File: src/rtl/phy_seq_pkg.sv
package phy_seq_pkg;

  // Sequencer states. The order follows the handshake rounds.
  typedef enum logic [3:0] {
    ST_IDLE,
    ST_ADR_SET,
    ST_ADR_CAP,
    ST_ADR_REL,
    ST_DAT_SET,
    ST_DAT_CAP,
    ST_DAT_REL,
    ST_WR_ASSERT,
    ST_WR_REL,
    ST_RD_ASSERT,
    ST_RD_REL
  } seqState_e;

  // Which control word the datapath builds next.
  typedef enum logic [2:0] {
    W_ZERO,
    W_ADDR,
    W_ADDR_CAP,
    W_DATA,
    W_DATA_CAP,
    W_WR,
    W_RD
  } wordSel_e;

  // Strobes from control to datapath.
  typedef struct packed {
    logic     accept;     // request taken this cycle
    logic     load;       // load a new control word
    wordSel_e sel;        // word to load
    logic     pollStart;  // restart the sample timer
    logic     polling;    // current state waits on the acknowledge
    logic     expAck;     // acknowledge level being waited for
    logic     latchRd;    // keep the read data on a hit
  } seqCtl_t;

endpackage

File: src/rtl/phy_seq_dp.sv
module phy_seq_dp
  import phy_seq_pkg::*;
#(
  parameter int DATA_W      = 16,
  parameter int CTRL_W      = 32,
  parameter int TICK_CYCLES = 50,
  parameter int MAX_POLLS   = 10
) (
  input  logic              clk,
  input  logic              rstN,
  input  seqCtl_t           ctl,
  input  logic [DATA_W-1:0] reqAddr,
  input  logic [DATA_W-1:0] reqData,
  input  logic [DATA_W:0]   phyStat,
  output logic [CTRL_W-1:0] phyCtrl,
  output logic [DATA_W-1:0] rdData,
  output logic              ackHit,
  output logic              timeoutNow
);

  // Strobe positions sit directly above the payload field.
  localparam int CAPA_BIT = DATA_W;
  localparam int CAPD_BIT = DATA_W + 1;
  localparam int WR_BIT   = DATA_W + 2;
  localparam int RD_BIT   = DATA_W + 3;
  localparam int ACK_BIT  = DATA_W;
  localparam int POLL_W   = $clog2(MAX_POLLS + 1);

  logic [DATA_W-1:0] addrQ, dataQ, addrSrc;
  logic [CTRL_W-1:0] nextWord;
  logic [POLL_W-1:0] pollCnt;
  logic              tickZero;
  logic              sampleNow;
  logic              ackNow;

  // The address bypasses its register in the accepting cycle.
  always_comb addrSrc = ctl.accept ? reqAddr : addrQ;

  always_comb begin
    nextWord = '0;
    case (ctl.sel)
      W_ADDR:     nextWord[DATA_W-1:0] = addrSrc;
      W_ADDR_CAP: begin
        nextWord[DATA_W-1:0] = addrSrc;
        nextWord[CAPA_BIT]   = 1'b1;
      end
      W_DATA:     nextWord[DATA_W-1:0] = dataQ;
      W_DATA_CAP: begin
        nextWord[DATA_W-1:0] = dataQ;
        nextWord[CAPD_BIT]   = 1'b1;
      end
      W_WR:       nextWord[WR_BIT] = 1'b1;
      W_RD:       nextWord[RD_BIT] = 1'b1;
      default:    nextWord = '0;
    endcase
  end

  // Request capture.
  always_ff @(posedge clk or negedge rstN) begin
    if (!rstN) begin
      addrQ <= '0;
      dataQ <= '0;
    end else if (ctl.accept) begin
      addrQ <= reqAddr;
      dataQ <= reqData;
    end
  end

  // Control word register.
  always_ff @(posedge clk or negedge rstN) begin
    if (!rstN)         phyCtrl <= '0;
    else if (ctl.load) phyCtrl <= nextWord;
  end

  // Sample spacing. A spacing of one cycle needs no counter.
  generate
    if (TICK_CYCLES > 1) begin : g_prescale
      localparam int TICK_W = $clog2(TICK_CYCLES);
      logic [TICK_W-1:0] tickCnt;
      always_ff @(posedge clk or negedge rstN) begin
        if (!rstN)                        tickCnt <= '0;
        else if (ctl.pollStart)           tickCnt <= TICK_W'(TICK_CYCLES - 1);
        else if (ctl.polling && tickZero) tickCnt <= TICK_W'(TICK_CYCLES - 1);
        else if (ctl.polling)             tickCnt <= tickCnt - 1'b1;
      end
      assign tickZero = (tickCnt == '0);
    end else begin : g_every_cycle
      assign tickZero = 1'b1;
    end
  endgenerate

  // Count of samples taken in the current wait.
  always_ff @(posedge clk or negedge rstN) begin
    if (!rstN)                        pollCnt <= '0;
    else if (ctl.pollStart)           pollCnt <= '0;
    else if (ctl.polling && tickZero) pollCnt <= pollCnt + 1'b1;
  end

  assign ackNow     = phyStat[ACK_BIT];
  assign sampleNow  = ctl.polling && tickZero;
  assign ackHit     = sampleNow && (ackNow == ctl.expAck);
  assign timeoutNow = sampleNow && (ackNow != ctl.expAck) &&
                      (pollCnt == POLL_W'(MAX_POLLS - 1));

  // Read result.
  always_ff @(posedge clk or negedge rstN) begin
    if (!rstN)                      rdData <= '0;
    else if (ctl.latchRd && ackHit) rdData <= phyStat[DATA_W-1:0];
  end

  // no more than one strobe, nothing above the strobes.
  p_one_strobe_r2: assert property (@(posedge clk) disable iff (!rstN)
    $onehot0(phyCtrl[RD_BIT:CAPA_BIT]) && (phyCtrl[CTRL_W-1:RD_BIT+1] == '0));

  // a wait never takes more samples than allowed.
  p_poll_bound_r6: assert property (@(posedge clk) disable iff (!rstN)
    ctl.polling |-> (pollCnt < POLL_W'(MAX_POLLS)));

  // the read result moves only while the read strobe is driven.
  p_rd_on_strobe_r10: assert property (@(posedge clk) disable iff (!rstN)
    !$stable(rdData) |-> $past(phyCtrl[RD_BIT]));

endmodule

File: src/rtl/phy_seq_ctrl.sv
module phy_seq_ctrl
  import phy_seq_pkg::*;
(
  input  logic    clk,
  input  logic    rstN,
  input  logic    reqValid,
  input  logic    reqWrite,
  input  logic    ackHit,
  input  logic    timeoutNow,
  output seqCtl_t ctl,
  output logic    busy,
  output logic    done,
  output logic    error
);

  seqState_e state, nextState;
  logic      writeQ;
  logic      accept, finish, fail;

  function automatic logic isPoll(seqState_e s);
    return s inside {ST_ADR_CAP, ST_ADR_REL, ST_DAT_CAP, ST_DAT_REL,
                     ST_WR_ASSERT, ST_WR_REL, ST_RD_ASSERT, ST_RD_REL};
  endfunction

  function automatic wordSel_e wordFor(seqState_e s);
    case (s)
      ST_ADR_SET, ST_ADR_REL:             return W_ADDR;
      ST_ADR_CAP:                         return W_ADDR_CAP;
      ST_DAT_SET, ST_DAT_REL, ST_WR_REL:  return W_DATA;
      ST_DAT_CAP:                         return W_DATA_CAP;
      ST_WR_ASSERT:                       return W_WR;
      ST_RD_ASSERT:                       return W_RD;
      default:                            return W_ZERO;
    endcase
  endfunction

  always_comb begin
    nextState = state;
    accept    = 1'b0;
    finish    = 1'b0;
    fail      = 1'b0;
    case (state)
      ST_IDLE:      if (reqValid) begin
                      accept    = 1'b1;
                      nextState = ST_ADR_SET;
                    end
      ST_ADR_SET:   nextState = ST_ADR_CAP;
      ST_ADR_CAP:   if (ackHit) nextState = ST_ADR_REL;
      ST_ADR_REL:   if (ackHit) nextState = writeQ ? ST_DAT_SET : ST_RD_ASSERT;
      ST_DAT_SET:   nextState = ST_DAT_CAP;
      ST_DAT_CAP:   if (ackHit) nextState = ST_DAT_REL;
      ST_DAT_REL:   if (ackHit) nextState = ST_WR_ASSERT;
      ST_WR_ASSERT: if (ackHit) nextState = ST_WR_REL;
      ST_WR_REL:    if (ackHit) begin
                      nextState = ST_IDLE;
                      finish    = 1'b1;
                    end
      ST_RD_ASSERT: if (ackHit) nextState = ST_RD_REL;
      ST_RD_REL:    if (ackHit) begin
                      nextState = ST_IDLE;
                      finish    = 1'b1;
                    end
      default:      nextState = ST_IDLE;
    endcase
    if (isPoll(state) && timeoutNow) begin
      nextState = ST_IDLE;
      finish    = 1'b0;
      fail      = 1'b1;
    end
  end

  always_comb begin
    ctl.accept    = accept;
    ctl.load      = (nextState != state);
    ctl.sel       = wordFor(nextState);
    ctl.pollStart = (nextState != state) && isPoll(nextState);
    ctl.polling   = isPoll(state);
    ctl.expAck    = state inside {ST_ADR_CAP, ST_DAT_CAP, ST_WR_ASSERT, ST_RD_ASSERT};
    ctl.latchRd   = (state == ST_RD_ASSERT);
  end

  always_ff @(posedge clk or negedge rstN) begin
    if (!rstN) begin
      state  <= ST_IDLE;
      writeQ <= 1'b0;
      done   <= 1'b0;
      error  <= 1'b0;
    end else begin
      state <= nextState;
      if (accept) writeQ <= reqWrite;
      done  <= finish | fail;
      error <= fail;
    end
  end

  assign busy = (state != ST_IDLE);

  // the error flag never appears without done.
  p_err_with_done_r9: assert property (@(posedge clk) disable iff (!rstN)
    error |-> done);

  // done lasts exactly one cycle.
  p_done_pulse_r9: assert property (@(posedge clk) disable iff (!rstN)
    done |=> !done);

  // a missed last sample ends the operation with an error.
  p_timeout_idle_r7: assert property (@(posedge clk) disable iff (!rstN)
    (timeoutNow && isPoll(state)) |=> (!busy && done && error));

  // no request is taken while an operation runs.
  p_no_accept_busy_r8: assert property (@(posedge clk) disable iff (!rstN)
    (busy && !$past(done)) |-> !accept);

endmodule

File: src/rtl/phy_reg_seq.sv
module phy_reg_seq
  import phy_seq_pkg::*;
#(
  parameter int DATA_W      = 16,
  parameter int CTRL_W      = 32,
  parameter int TICK_CYCLES = 50,
  parameter int MAX_POLLS   = 10
) (
  input  logic              clk,
  input  logic              rstN,
  input  logic              reqValid,
  input  logic              reqWrite,
  input  logic [DATA_W-1:0] reqAddr,
  input  logic [DATA_W-1:0] reqData,
  output logic              busy,
  output logic              done,
  output logic              error,
  output logic [DATA_W-1:0] rdData,
  output logic [CTRL_W-1:0] phyCtrl,
  input  logic [DATA_W:0]   phyStat
);

  seqCtl_t ctl;
  logic    ackHit;
  logic    timeoutNow;

  phy_seq_ctrl u_ctrl (
    .clk        (clk),
    .rstN       (rstN),
    .reqValid   (reqValid),
    .reqWrite   (reqWrite),
    .ackHit     (ackHit),
    .timeoutNow (timeoutNow),
    .ctl        (ctl),
    .busy       (busy),
    .done       (done),
    .error      (error)
  );

  phy_seq_dp #(
    .DATA_W      (DATA_W),
    .CTRL_W      (CTRL_W),
    .TICK_CYCLES (TICK_CYCLES),
    .MAX_POLLS   (MAX_POLLS)
  ) u_dp (
    .clk        (clk),
    .rstN       (rstN),
    .ctl        (ctl),
    .reqAddr    (reqAddr),
    .reqData    (reqData),
    .phyStat    (phyStat),
    .phyCtrl    (phyCtrl),
    .rdData     (rdData),
    .ackHit     (ackHit),
    .timeoutNow (timeoutNow)
  );

  // every operation ends with the control word cleared.
  p_done_word_zero_r4: assert property (@(posedge clk) disable iff (!rstN)
    done |-> (phyCtrl == '0));

endmodule

File: config.mk
export PLATFORM = sky130hd
export DESIGN_NAME = phy_reg_seq
export DESIGN_NICKNAME = d
export VERILOG_FILES = /design/src/rtl/phy_seq_pkg.sv /design/src/rtl/phy_seq_dp.sv /design/src/rtl/phy_seq_ctrl.sv /design/src/rtl/phy_reg_seq.sv
export SDC_FILE = /design/constraint.sdc
export NUM_CORES = 1
export LEC_CHECK = 0
export ABC_AREA = 1
export BUFFER_PORTS_ARGS = -buffer_cell sky130_fd_sc_hd__buf_2
export CAP_MARGIN = 20
export CORE_MARGIN = 1.5
export CORE_UTILIZATION = 53
export DETAILED_ROUTE_END_ITERATION = 12
export PLACE_DENSITY = 0.86
export SYNTH_ARGS = -nofsm -noshare
export SYNTH_HDL_FRONTEND = slang
export SYNTH_SLANG_ARGS = --single-unit
File: constraint.sdc
create_clock -name clk -period 2.65 [get_ports clk]
set_input_delay 0.265 -clock clk [delete_from_list [all_inputs] [get_ports clk]]
set_output_delay 0.265 -clock clk [all_outputs]
set_load 0.01 [all_outputs]
==> summary.md <==
| Metric | Value |
|---|---|
| Run status | `completed` |
| Met3 global-route usage | `0.0398` |
| Maximum vdd drop | `0.248 mV` |
| Routability Congestion | `0.951` |
| Max Fclk | `379 MHz` |
| Total grt overflow | `0` |
| Critical path required time | `2910 ps` |
| Post-Syn Instances | `422` |
| Final period utilization | `0.995` |
| CTS tree | `done` |
| First-pass GRT wire length | `15100 um` |
| DRT Pass-1 Iters | `6` |
| Top Usage Layer GRT | `met2` |
| Met1 GRT Util | `0.302` |
| Placed Area | `4820 um^2` |
| Startpoint types | `register` |
| GRT Total Usage | `0.228` |
| Post-Syn Area | `4210 um^2` |
| Final Skew | `12.1 ps` |
| Clk sinks | `85` |
| Switching Fraction | `0.244` |
| Pwr dens | `454 nW/um^2` |
| Initial DRC Count | `215` |
| Core Box Area | `7730 um^2` |
| Seq pwr share | `0.526` |
| Initial core utilization | `0.545` |
| Hold Fails Final Rpt | `0` |
| Internal power | `1860 uW` |
| Die height | `92.2 um` |
| Fill cells | `570` |
| HPWL Detailed | `6490 um` |
| Vias in the first global route | `3181` |
| Setup ws final | `12.5 ps` |
| Chip Width | `92.2 um` |
| Initial antenna violation count | `0` |
| Non-Filler Instances | `653` |
| Critical path type | `register to register` |
| Max-Cap Viols | `0` |
| Root buffer cell | `clkbuf_8` |
| Area grow syn2layout | `28.8%` |
| Area of the multi-input gates | `2080 um^2` |
| Largest net degree at the start of global routing | `86` |
| Final #Nets | `603` |
| Sw power | `602 uW` |
| Crit-path cells | `clkinv_4, nand2_2, nor2_4, nor2_4, nand2_2, nand2_4, nand3_4, inv_2, nand2_2, nand2_2, o21ai_4, nand4_1, a21oi_4, nand2_4, nand3_2, nand2_1, nand2_1, nand2_1` |
| Port bufs | `91` |
| Met2 Usage GRT | `0.375` |
| Drt wl/cell | `15.4 um` |
| Setup violators final | `0` |
| HP Class | `input port to register` |
| Final count of pins violating max slew | `0` |
| Crit path max-delay family | `simple AND/OR/NAND/NOR gates` |
| Final instance area | `5430 um^2` |
| CP bufs+invs | `2` |
| Crit path max-delay cell type | `dfrtp_2` |
| Crit path max fanout | `8` |
| Crit-path most repeated cell | `nand2_2` |
| RSZ-0062 raised after global routing | `true` |
| IO Pins | `104` |
| CP peak stage delay | `460 ps` |
| Synth Register Bits | `85` |
| # rows | `32` |
| Synth cell types | `36` |
| Pre-CTS setup slack | `-140 ps` |
| Htree depth | `3` |
| DRC | `0` |
| Drt via density | `5.28` |
| Crit end category | `register` |
| Clock share of power | `0.400` |
| Total Wirelength | `10100 um` |
| Placed cell count | `618` |
| Via count | `3445` |
| Clock latency on the worst-skew pair | `360 ps` |
| Final Hold Slack | `134 ps` |
| Leakage | `0.00300 uW` |
| Die footprint | `8490 um^2` |
| Maximum clock path buffer count | `2` |
| Antenna violation net count after detailed routing | `0` |
| Worst path arrival time | `2890 ps` |
| Diodes inserted | `0` |
| Mapped Avg Cell Area | `9.98 um^2` |
| Clock slew at reported path FFs | `90 ps` |
| Syn. warnings | `0` |
| Combinational share of power | `0.074` |
| Register area share after synthesis | `0.505` |
| Minimum clock period | `2640 ps` |
| Layout cells sized above 1 | `0.486` |
| Reg area | `2130 um^2` |
| CTS Buf Count | `9` |
==> final timing paths <==
| kind | start | to | slack, ps | depth (start not counted) |
|---|---|---|---|---|
| worst max-delay path | u_ctrl.state[3] | u_dp.phyCtrl[6] | 10 | 18 |
| worst min-delay path | phyStat[5] | u_dp.rdData[5] | 130 | 2 |
| worst max register to register | u_ctrl.state[3] | u_dp.phyCtrl[6] | 10 | 18 |
| worst min register to register | u_dp.phyCtrl[10] | u_dp.phyCtrl[10] | 470 | 2 |
| max in group asynchronous | rstN | u_ctrl.state[1] | 1760 | 3 |
| min in group asynchronous | rstN | u_ctrl.done | 280 | 2 |
==> metrics by stage <==
step	total power (uW)	setup TNS, ps	util
floorplan	1400	0	-
global placement	1470	-828	0.624
detailed placement	1480	-1740	0.624
CTS	2460	0	0.658
global route	2570	-1980	0.702
finish	2470	0	0.702
==> metal layers <==
layer | wire length [um] | share of wire
met1 | 4160 | 0.41
met4 | 130 | 0.013
met2 | 5230 | 0.52
met5 | 0 | 0
met3 | 535 | 0.053
==> logic make-up (layout without fill, tap and decap cells) <==
| group | Yosys count | in the layout | share of synthesized area |
|---|---|---|---|
| simple gates | 203 | 206 | 0.233 |
| flops | 85 | 85 | 0.505 |
| buf+inv | 50 | 165 | 0.0650 |
| mux | 49 | 49 | 0.131 |
| compound gates | 20 | 20 | 0.0327 |
| xor+xnor | 10 | 10 | 0.0208 |
| fa+ha+maj | 4 | 4 | 0.0119 |
| other cells | 1 | 12 | 0.000890 |
==> worst register-to-register path: stages, from the launching register on <==
cell and delay, ps:
dfrtp_2 460, clkinv_4 110, nand2_2 90, nor2_4 150, nor2_4 60, nand2_2 90
nand2_4 90, nand3_4 130, inv_2 70, nand2_2 60, nand2_2 60, o21ai_4 220
nand4_1 190, a21oi_4 320, nand2_4 160, nand3_2 100, nand2_1 70, nand2_1 60
nand2_1 40
==> layout make-up <==
| class | count | share of cell area |
|---|---|---|
| sequential | 85 | 0.393 |
| multi-input combinational | 301 | 0.383 |
| timing repair buffer | 123 | 0.140 |
| clock buffer | 11 | 0.0279 |
| tap | 102 | 0.0235 |
| inverter | 26 | 0.0203 |
| clock inverter | 5 | 0.0122 |
==> state kept, by name (all words and copies together), names as in the netlist <==
signal	count
u_dp.dataQ	16
u_dp.pollCnt	4
u_dp.g_prescale.tickCnt	6
u_dp.addrQ	16
u_ctrl.writeQ	1
u_dp.rdData	16
u_ctrl.done	1
u_ctrl.state	4
u_dp.phyCtrl	20
u_ctrl.error	1
==> cells in the final DEF, fill, tap and decap left out, types with 2 or more instances in the layout <==
| cell | netlist | final |
|---|---|---|
| clkbuf_8 | 0 | 11 |
| nand2_4 | 2 | 10 |
| nand3b_1 | 2 | 2 |
| nor2_1 | 17 | 14 |
| nand2_1 | 122 | 112 |
| nand2_2 | 14 | 17 |
| buf_4 | 15 | 27 |
| dfrtp_2 | 0 | 4 |
| o21ai_0 | 2 | 2 |
| inv_4 | 0 | 3 |
| conb_1 | 1 | 12 |
| inv_1 | 19 | 15 |
| mux2_2 | 49 | 49 |
| buf_12 | 0 | 3 |
| buf_2 | 3 | 90 |
| xor2_1 | 10 | 10 |
| o21ai_1 | 6 | 6 |
| nand3_4 | 0 | 4 |
| dfrtp_1 | 85 | 81 |
| nor2_4 | 0 | 6 |
| clkinv_4 | 0 | 2 |
| nand4_1 | 3 | 3 |
| inv_2 | 7 | 7 |
| ha_1 | 4 | 3 |
| nand3_1 | 21 | 16 |
| a21oi_2 | 2 | 4 |
| nand3_2 | 13 | 15 |
==> synthesized netlist by cell type <==
cell,n,area share
buf_6,2,0.0053
nor2_2,4,0.0059
ha_1,4,0.012
a31oi_1,1,0.0015
conb_1,1,0.00089
a211oi_2,1,0.0030
mux2_2,49,0.13
dfrtp_1,85,0.50
inv_1,19,0.017
buf_4,15,0.027
o21ai_1,6,0.0071
buf_8,1,0.0036
nand3_2,13,0.031
nand2_2,14,0.021
nor2_1,17,0.015
clkbuf_1,3,0.0027
o21ai_0,2,0.0024
nand3_1,21,0.025
nor3_1,1,0.0012
nand4_2,1,0.0030
o41ai_1,1,0.0021
inv_2,7,0.0062
nand3b_1,2,0.0036
nor2_8,1,0.0048
nand2_1,122,0.11
a21oi_2,2,0.0042
nand4_1,3,0.0045
xor2_1,10,0.021
buf_2,3,0.0036
nor3_2,1,0.0024
a21oi_1,4,0.0048
nand2_4,2,0.0053
o21bai_1,1,0.0018
nor3b_1,1,0.0018
o21ai_2,1,0.0021
o21ai_4,1,0.0039
==> power groups by stage <==
stage / sequential (uW) / combinational (uW) / clock (uW)
final: 1300 / 183 / 987
after global routing: 1300 / 200 / 1070
after CTS: 1300 / 159 / 1010
after detailed placement: 1320 / 153 / 0
after global placement: 1320 / 149 / 0
after floorplan: 1320 / 82.0 / 0
==> timing repair <==
action / 4_1_cts / 5_1_grt
buffers inserted: 1 / 13
endpoints found under the hold margin: 0 / 9
resized for setup: 6 / 51
pin swaps: 1 / 34
setup endpoints to repair: 17 / 28
hold buffers: 0 / 1
gates cloned: 0 / 3
Note: power is estimated with default switching activity, not from simulation.
